`src/rtl/fifo9_pkg.sv`:
```
package fifo9_pkg;

    // Word width; bit 8 is an ordinary stored bit (parity or marker)
    localparam int WORD_W = 9;

    typedef logic [WORD_W-1:0] word_t;

    // Address width for a given depth
    function automatic int addr_bits(input int depth);
        return $clog2(depth);
    endfunction

endpackage

```
`src/rtl/fifo9_ram.sv`:
```
// Dual-port word store: one write port, one read port with a registered
// output that only loads on an accepted pop.
module fifo9_ram
    import fifo9_pkg::*;
#(
    parameter int DEPTH  = 256,
    localparam int ADDR_W = addr_bits(DEPTH)
) (
    input  logic              clk,
    input  logic              rst,
    input  logic              wr_go,
    input  logic [ADDR_W-1:0] wr_addr,
    input  word_t             wr_word,
    input  logic              rd_go,
    input  logic [ADDR_W-1:0] rd_addr,
    output word_t             rd_word
);

    word_t mem [DEPTH];

    word_t rd_word_d;
    word_t rd_word_q;

    // Array write port
    always_ff @(posedge clk) begin
        if (wr_go) begin
            mem[wr_addr] <= wr_word;
        end
    end

    // Next output word: load on pop, hold otherwise
    always_comb begin
        rd_word_d = rd_word_q;
        if (rd_go) begin
            rd_word_d = mem[rd_addr];
        end
    end

    always_ff @(posedge clk) begin
        if (rst) begin
            rd_word_q <= '0;
        end else begin
            rd_word_q <= rd_word_d;
        end
    end

    assign rd_word = rd_word_q;

endmodule

```
`src/rtl/fifo9_flags.sv`:
```
// Fill-state decode from the occupancy count.
module fifo9_flags #(
    parameter int DEPTH  = 256,
    localparam int CNT_W = $clog2(DEPTH) + 1
) (
    input  logic [CNT_W-1:0] level,
    output logic             empty,
    output logic             full,
    output logic             half_full
);

    localparam logic [CNT_W-1:0] FULL_LVL = CNT_W'(DEPTH);
    localparam logic [CNT_W-1:0] HALF_LVL = CNT_W'(DEPTH / 2);

    always_comb begin
        empty     = (level == '0);
        full      = (level == FULL_LVL);
        half_full = (level > HALF_LVL);
    end

endmodule

```
`src/rtl/fifo9_ctrl.sv`:
```
// Pointer and occupancy sequencing, including the rewind reload.
module fifo9_ctrl
    import fifo9_pkg::*;
#(
    parameter int DEPTH   = 256,
    localparam int ADDR_W = addr_bits(DEPTH),
    localparam int CNT_W  = ADDR_W + 1
) (
    input  logic              clk,
    input  logic              rst,
    input  logic              wr_en,
    input  logic              rd_en,
    input  logic              rewind,
    input  logic              empty,
    input  logic              full,
    output logic              wr_go,
    output logic              rd_go,
    output logic [ADDR_W-1:0] wr_addr,
    output logic [ADDR_W-1:0] rd_addr,
    output logic [CNT_W-1:0]  level
);

    localparam logic [CNT_W-1:0]  FULL_LVL = CNT_W'(DEPTH);
    localparam logic [CNT_W-1:0]  ONE_C    = CNT_W'(1);
    localparam logic [ADDR_W-1:0] ONE_A    = ADDR_W'(1);

    // The write pointer is one bit wider than the address so that a
    // buffer filled from reset reloads a count of DEPTH on rewind.
    typedef struct packed {
        logic [CNT_W-1:0]  wr_ptr;
        logic [ADDR_W-1:0] rd_ptr;
        logic [CNT_W-1:0]  level;
    } ctrl_t;

    ctrl_t st_d;
    ctrl_t st_q;

    always_comb begin
        st_d  = st_q;
        wr_go = wr_en && !full  && !rewind;
        rd_go = rd_en && !empty && !rewind;

        if (rewind) begin
            st_d.rd_ptr = '0;
            st_d.level  = (st_q.wr_ptr > FULL_LVL) ? FULL_LVL : st_q.wr_ptr;
        end else begin
            if (wr_go) begin
                st_d.wr_ptr = st_q.wr_ptr + ONE_C;
            end
            if (rd_go) begin
                st_d.rd_ptr = st_q.rd_ptr + ONE_A;
            end
            unique case ({wr_go, rd_go})
                2'b10:   st_d.level = st_q.level + ONE_C;
                2'b01:   st_d.level = st_q.level - ONE_C;
                default: st_d.level = st_q.level;
            endcase
        end
    end

    always_ff @(posedge clk) begin
        if (rst) begin
            st_q <= '0;
        end else begin
            st_q <= st_d;
        end
    end

    assign wr_addr = st_q.wr_ptr[ADDR_W-1:0];
    assign rd_addr = st_q.rd_ptr;
    assign level   = st_q.level;

endmodule

```
`src/rtl/fifo9_replay.sv`:
```
// Nine-bit FIFO with rewind-and-replay and half-full status.
module fifo9_replay
    import fifo9_pkg::*;
#(
    parameter int DEPTH = 256
) (
    input  logic              clk,
    input  logic              rst,
    input  logic              wr_en,
    input  logic [WORD_W-1:0] wr_data,
    input  logic              rd_en,
    output logic [WORD_W-1:0] rd_data,
    input  logic              rewind,
    output logic              empty,
    output logic              full,
    output logic              half_full
);

    localparam int ADDR_W = addr_bits(DEPTH);
    localparam int CNT_W  = ADDR_W + 1;

    logic              wr_go;
    logic              rd_go;
    logic [ADDR_W-1:0] wr_addr;
    logic [ADDR_W-1:0] rd_addr;
    logic [CNT_W-1:0]  level;

    fifo9_flags #(.DEPTH(DEPTH)) u_flags (
        .level     (level),
        .empty     (empty),
        .full      (full),
        .half_full (half_full)
    );

    fifo9_ctrl #(.DEPTH(DEPTH)) u_ctrl (
        .clk     (clk),
        .rst     (rst),
        .wr_en   (wr_en),
        .rd_en   (rd_en),
        .rewind  (rewind),
        .empty   (empty),
        .full    (full),
        .wr_go   (wr_go),
        .rd_go   (rd_go),
        .wr_addr (wr_addr),
        .rd_addr (rd_addr),
        .level   (level)
    );

    fifo9_ram #(.DEPTH(DEPTH)) u_ram (
        .clk     (clk),
        .rst     (rst),
        .wr_go   (wr_go),
        .wr_addr (wr_addr),
        .wr_word (wr_data),
        .rd_go   (rd_go),
        .rd_addr (rd_addr),
        .rd_word (rd_data)
    );

endmodule

```
`config.mk`:
```
export PLATFORM = sky130hd
export DESIGN_NAME = fifo9_replay
export DESIGN_NICKNAME = d
export VERILOG_FILES = /design/src/rtl/fifo9_pkg.sv /design/src/rtl/fifo9_ram.sv /design/src/rtl/fifo9_flags.sv /design/src/rtl/fifo9_ctrl.sv /design/src/rtl/fifo9_replay.sv
export SDC_FILE = /design/constraint.sdc
export NUM_CORES = 2
export LEC_CHECK = 0
export BUFFER_PORTS_ARGS = -buffer_cell sky130_fd_sc_hd__buf_2
export CAP_MARGIN = 30
export CORE_ASPECT_RATIO = 2
export CORE_MARGIN = 2
export CORE_UTILIZATION = 30
export CTS_CLUSTER_SIZE = 16
export DETAILED_ROUTE_END_ITERATION = 10
export PLACE_DENSITY_LB_ADDON = 0.25
export SETUP_SLACK_MARGIN = 0.4
export SLEW_MARGIN = 0
export SYNTH_ARGS = -nofsm -noshare
export SYNTH_HDL_FRONTEND = slang
export SYNTH_SLANG_ARGS = --single-unit
```
`constraint.sdc`:
```
create_clock -name clk -period 8.63 [get_ports clk]
set_clock_uncertainty 0.2 [all_clocks]
set_input_delay 1.726 -clock clk [delete_from_list [all_inputs] [get_ports clk]]
set_output_delay 1.726 -clock clk [all_outputs]
set_load 0.1 [all_outputs]
```
# After elaboration in Yosys (flattened, before gate mapping)
# Memory sizes are Yosys's and may differ from the RTL's. A register that Yosys moved wholly into a read port is not among the register bits.
# Cells that the tools add are included.
# op_classes
n_addsub,4
magnitude_cmp,2
eq_ne,3
n_mux,5
bitwise,1
reduce_logical,11
# ops
cell,n
$add 9x1->9 const B,2
$mux 9,2
$pmux 9 s2,1
$eq 9x9->1 const B,1
$gt 9x8->1 const B,1
$gt 9x9->1 const B,1
$logic_not 9->1,1
$sub 9x1->9 const B,1
$add 8x1->8 const B,1
$logic_and 1x1->1,4
$logic_not 1->1,3
$reduce_bool 3->1,1
$eq 2x1->1 const B,1
$eq 2x2->1 const B,1
$mux 1,2
$reduce_and 2->1,1
$reduce_or 2->1,1
$not 1->1,1
# word_totals
regBits,26
ram_bits,2304
in_bits,14
output_inout_bits,12
word_cells,30
n_memories,1
# mem_list
name,depth,word_bits,rd,rd_ports_with_merged_regs,write_ports,line_no,text
u_ram.mem,256,9,1,1,1,fifo9_ram.sv:19,word_t mem [DEPTH];

# Logic depth before layout (Yosys ltp)
# logic_depth
word_depth,7
mapped_depth,14

# Modules after synthesis
# A second synthesis with hierarchy kept.
# unflattened
cells_unflattened,4529
hier_area_um2,91901.9
# by_module_without_submodules
module,n_inst,cells_each,area_each_um2,seq_area_each_um2
fifo9_ram,1,4304,90117.7,69366.5
fifo9_ctrl,1,218,1734.2,520.5
fifo9_flags,1,7,50.0,0.0

# Worst setup path before layout
# No wires, ideal clock.
# synth_path
path_type,in2reg
from,input port rewind
to,register u_ctrl.st_q (netlist bit u_ctrl.level[7])
arrival_time_ps,4219
path_slack_ps,4133
stages,13
n_path_buf,1
path_cell_list,clkbuf_1 nor3b_2 nand2_1 inv_1 ha_1 a21o_1 a21oi_1 o21ai_0 a2111oi_0 nor3b_1 xnor2_1 o21a_1 nor3_1
# synth_between
elab_chain_cells,5
# synth_lines
item,line_no,text
"start, declared",fifo9_replay.sv:13,"input logic rewind,"
$logic_not 1->1,"fifo9_ctrl.sv:40, fifo9_ctrl.sv:41",
"$logic_and 1x1->1, on equally long branches","fifo9_ctrl.sv:41, fifo9_ctrl.sv:40",
$eq 2x1->1 / $eq 2x2->1 (equally long branches),fifo9_ctrl.sv:53,"unique case ({wr_go, rd_go})"
$pmux 9 s2,fifo9_ctrl.sv:53,
$mux 9,fifo9_ctrl.sv:43,if (rewind) begin
"end signal, assigned",fifo9_ctrl.sv:65,st_q <= st_d;
"end, declared",fifo9_ctrl.sv:36,ctrl_t st_q;
# Parallel ways exist; a longest one is shown, timed or not.
# A chain may end at the register's enable or synchronous reset.

==> results.json <==
{
  "power_frac_clock_pct": 40.0,
  "start_util_pct": 30.10,
  "post_dp_cell_area_um2": 96460,
  "drc": 0,
  "setup_violations": 0,
  "slew_violations": 0,
  "fin_tns_setup_ns": 0,
  "synth-main-ff-cell": "edfxtp_1",
  "relSlewSlack_pct": 19.33,
  "critical_path.startpoint_type": "flop",
  "fillers": 28520,
  "antenna_found_initial": 4,
  "io_buffers": 25,
  "post_cts_buffers": 0,
  "ys_ff_latch": 2339,
  "dp_hpwl_um": 198500,
  "combPwrFrac_pct": 5.1,
  "ys_warn_count": 0,
  "setup_slack_ns": 3.487,
  "die_x_um": 393.7,
  "finalNetCount": 4544,
  "syn_to_final_growth_pct": 12.81,
  "grt_max_degree": 131,
  "rr_worst_depth": 9,
  "synth-seq-area-share_pct": 76.69,
  "min_period_ns": 5.143,
  "ios": 26,
  "syn_inst": 4413,
  "tightest_slew_ns": 1.180,
  "grt_pass1_vias": 47280,
  "finalHoldViolCount": 0,
  "cap_viol_max_count": 0,
  "core_um2": 302700,
  "p_switching_uw": 4934,
  "rsz0062_at_grt": "false",
  "fin_area_um2": 102800,
  "synth_edf_count": 2304,
  "grt_use_total_pct": 19.32,
  "p_int_uw": 17830,
  "yosysUniqueCellTypes": 68,
  "pre_cts_ws_ns": 2.796,
  "avgSynthCellArea_um2": 20.65,
  "leakage_uw": 0.03018,
  "cts_num_sinks": 2339,
  "die_h_um": 783.4,
  "grt_pass1_wl_um": 410100,
  "clockBufferDepth": 4,
  "pwr-share-seq_pct": 54.9,
  "crit_fanout": 85,
  "cts_made_buffers": 198,
  "drt_iter0_markers": 4795,
  "worst_setup_path_end_kind": "flop",
  "fin_util_pct": 33.96,
  "worstSetupPathType": "flop to flop",
  "place_congestion": 0.8850,
  "peakVddDrop_v": 0.0001677,
  "vias_per_cell": 5.259,
  "swShare_pct": 21.67,
  "cts_max_level": 4,
  "async_flop_share_pct": 0,
  "worstPathRequired_ns": 9.18,
  "floorplan.rows": 286,
  "cts_resized": 0,
  "first_pass_iters": 6,
  "vias": 45760,
  "pwr_density_cell_nw_per_um2": 221.4,
  "status": "complete, no violations",
  "root_buffer": "clkbuf_16",
  "postRouteAntennaNets": 0,
  "cts_hold_repair.buffers": 0,
  "wl_um": 304700,
  "drive_gt1_share_pct": 21.21,
  "cts_tree": "built",
  "clkTransAtPathRegs_ns": 0.07,
  "synth_area_um2": 91130,
  "cp.arrival_ns": 5.69,
  "hold_path_depth": 2,
  "fin_crit_sh_pct": 59.60,
  "die_area_um2": 308500,
  "clk_latency_ns": 0.85,
  "overflow": 0,
  "wl_per_cell_um": 35.02,
  "synthesis.nets": 4440,
  "hold_class": "flop to flop",
  "fmax_mhz": 194.4
}
state kept, by name (all words and copies together), names as in the netlist:
| name | count |
|---|---|
| u_ctrl.st_q | 1 |
| u_ram.mem | 2304 |
| u_ctrl.rd_addr | 8 |
| u_ctrl.level | 9 |
| u_ctrl.wr_addr | 8 |
| u_ram.rd_word | 9 |
metal layers:
| layer | routed length (um) | up-vias | track usage (%) |
|---|---|---|---|
| met5 | 0 | - | 0 |
| met4 | 24430 | 0 | 13.24 |
| met3 | 12500 | 566 | 1.827 |
| met2 | 167900 | 1833 | 36.77 |
| li1 | - | 18530 | - |
| met1 | 99870 | 24830 | 19.78 |
layout make-up:
type / count / area, um2 / area share (%)
sequential: 2339 / 69910 / 68.00
multi-input combinational: 1796 / 19810 / 19.26
clock buffer: 240 / 5218 / 5.075
tap: 4032 / 5045 / 4.907
timing repair buffer: 170 / 1679 / 1.633
clock inverter: 105 / 1091 / 1.061
inverter: 12 / 47.55 / 0.04625
antenna: 6 / 15.01 / 0.01460
layout by cell type, fill, tap and decap left out, types with 12 or more instances in the layout:
master,netlist,layout
a22oi_1,140,140
mux4_2,478,478
o22ai_1,30,30
clkbuf_16,0,202
buf_2,83,19
nor2_1,318,313
a21oi_1,91,91
a221oi_1,36,36
clkinv_2,0,40
nor3_1,43,43
a22o_1,19,19
mux4_1,14,14
clkinv_1,0,28
nor2b_1,29,23
o21ai_0,40,39
a211oi_1,26,25
ha_1,12,12
buf_12,8,17
dfxtp_1,35,28
a31oi_1,13,13
bufinv_16,0,22
clkbuf_1,98,36
edfxtp_1,2304,2304
nand2_1,65,64
mux2i_1,219,219
buf_4,22,109
nand3_1,61,45
power groups by stage:
stage	clock network, uW	logic, uW	registers (uW)
detailed placement	0	1190	12800
floorplan	0	666	12800
global placement	0	1190	12800
finish	9100	1160	12500
CTS	9250	1190	12500
global route	9600	1220	12500
metrics by stage:
step           power [uW]  cells  hold WS (ns)
2_1_floorplan       13430   4413        0.2841
3_3_place_gp        13940   8321        0.2358
3_5_place_dp        13940   8347        0.2523
4_1_cts             22930   8692        0.2678
5_1_grt             23310   8695        0.2929
6_report            22760   8700        0.2699
synth_stat cells, types with 6 or more instances:
cell type  number  area [um2]
buf_4          22       165.2
mux4_1         14       367.9
buf_6          37       416.7
edfxtp_1     2304       69190
nor2_1        318        1194
nand4_1         8       50.05
a211oi_1       26       195.2
nor3_1         43       215.2
o2111ai_1       8       70.07
mux2i_1       219        2192
a2111oi_0       7       61.31
buf_2          83       415.4
a31oi_1        13       81.33
buf_1          13       48.80
nand3_1        61       305.3
xor2_1         11       96.34
and3_1          6       37.54
nor4_1         12       75.07
clkbuf_1       98       367.9
a22o_1         19       166.4
o22ai_1        30       187.7
a221oi_1       36       315.3
o21ai_0        40       200.2
ha_1           12       150.1
mux4_2        478       10770
and2_1          6       37.54
nor2b_1        29       181.4
buf_12          8       160.2
a21oi_1        91       455.4
inv_1          12       45.04
mux2_2          6       67.56
o221ai_1        7       61.31
nand2_1        65       244.0
a22oi_1       140        1051
dfxtp_1        35       700.7
nand2b_1       11       68.82
xnor2_1         9       78.83
worst max-delay path, cell delays in order (launching register included):
cell and delay [ns]:
dfxtp_4 0.87, buf_12 0.41, buf_12 0.51, mux4_2 0.66
mux4_2 0.63, nand2_1 0.13, o2111ai_1 0.22, nor3_1 0.72
nor3_1 0.24, a21o_1 0.22
cell families (layout without fill, tap and decap cells):
family	count (synthesis)	in the layout	share of synthesized area, %
flops	2339	2339	76.69
mux	717	717	14.70
simple gates	587	587	2.879
compound gates	459	459	3.496
buf+inv	278	527	1.859
xor+xnor	20	20	0.1922
fa+ha+maj	13	13	0.1867
other cells	0	6	0
worst paths after layout:
check                                                    start                             to  slack [ns]
worst min register to register   u_ram.rd_word[3]$_SDFFE_PP0P_  u_ram.rd_word[3]$_SDFFE_PP0P_        0.27
worst max-delay path            u_ctrl.rd_addr[0]$_SDFFE_PP0P_  u_ram.rd_word[5]$_SDFFE_PP0P_        3.49
worst max register to register  u_ctrl.rd_addr[0]$_SDFFE_PP0P_  u_ram.rd_word[5]$_SDFFE_PP0P_        3.49
worst min-delay path             u_ram.rd_word[3]$_SDFFE_PP0P_  u_ram.rd_word[3]$_SDFFE_PP0P_        0.27
(Power assumes the default switching activity.)
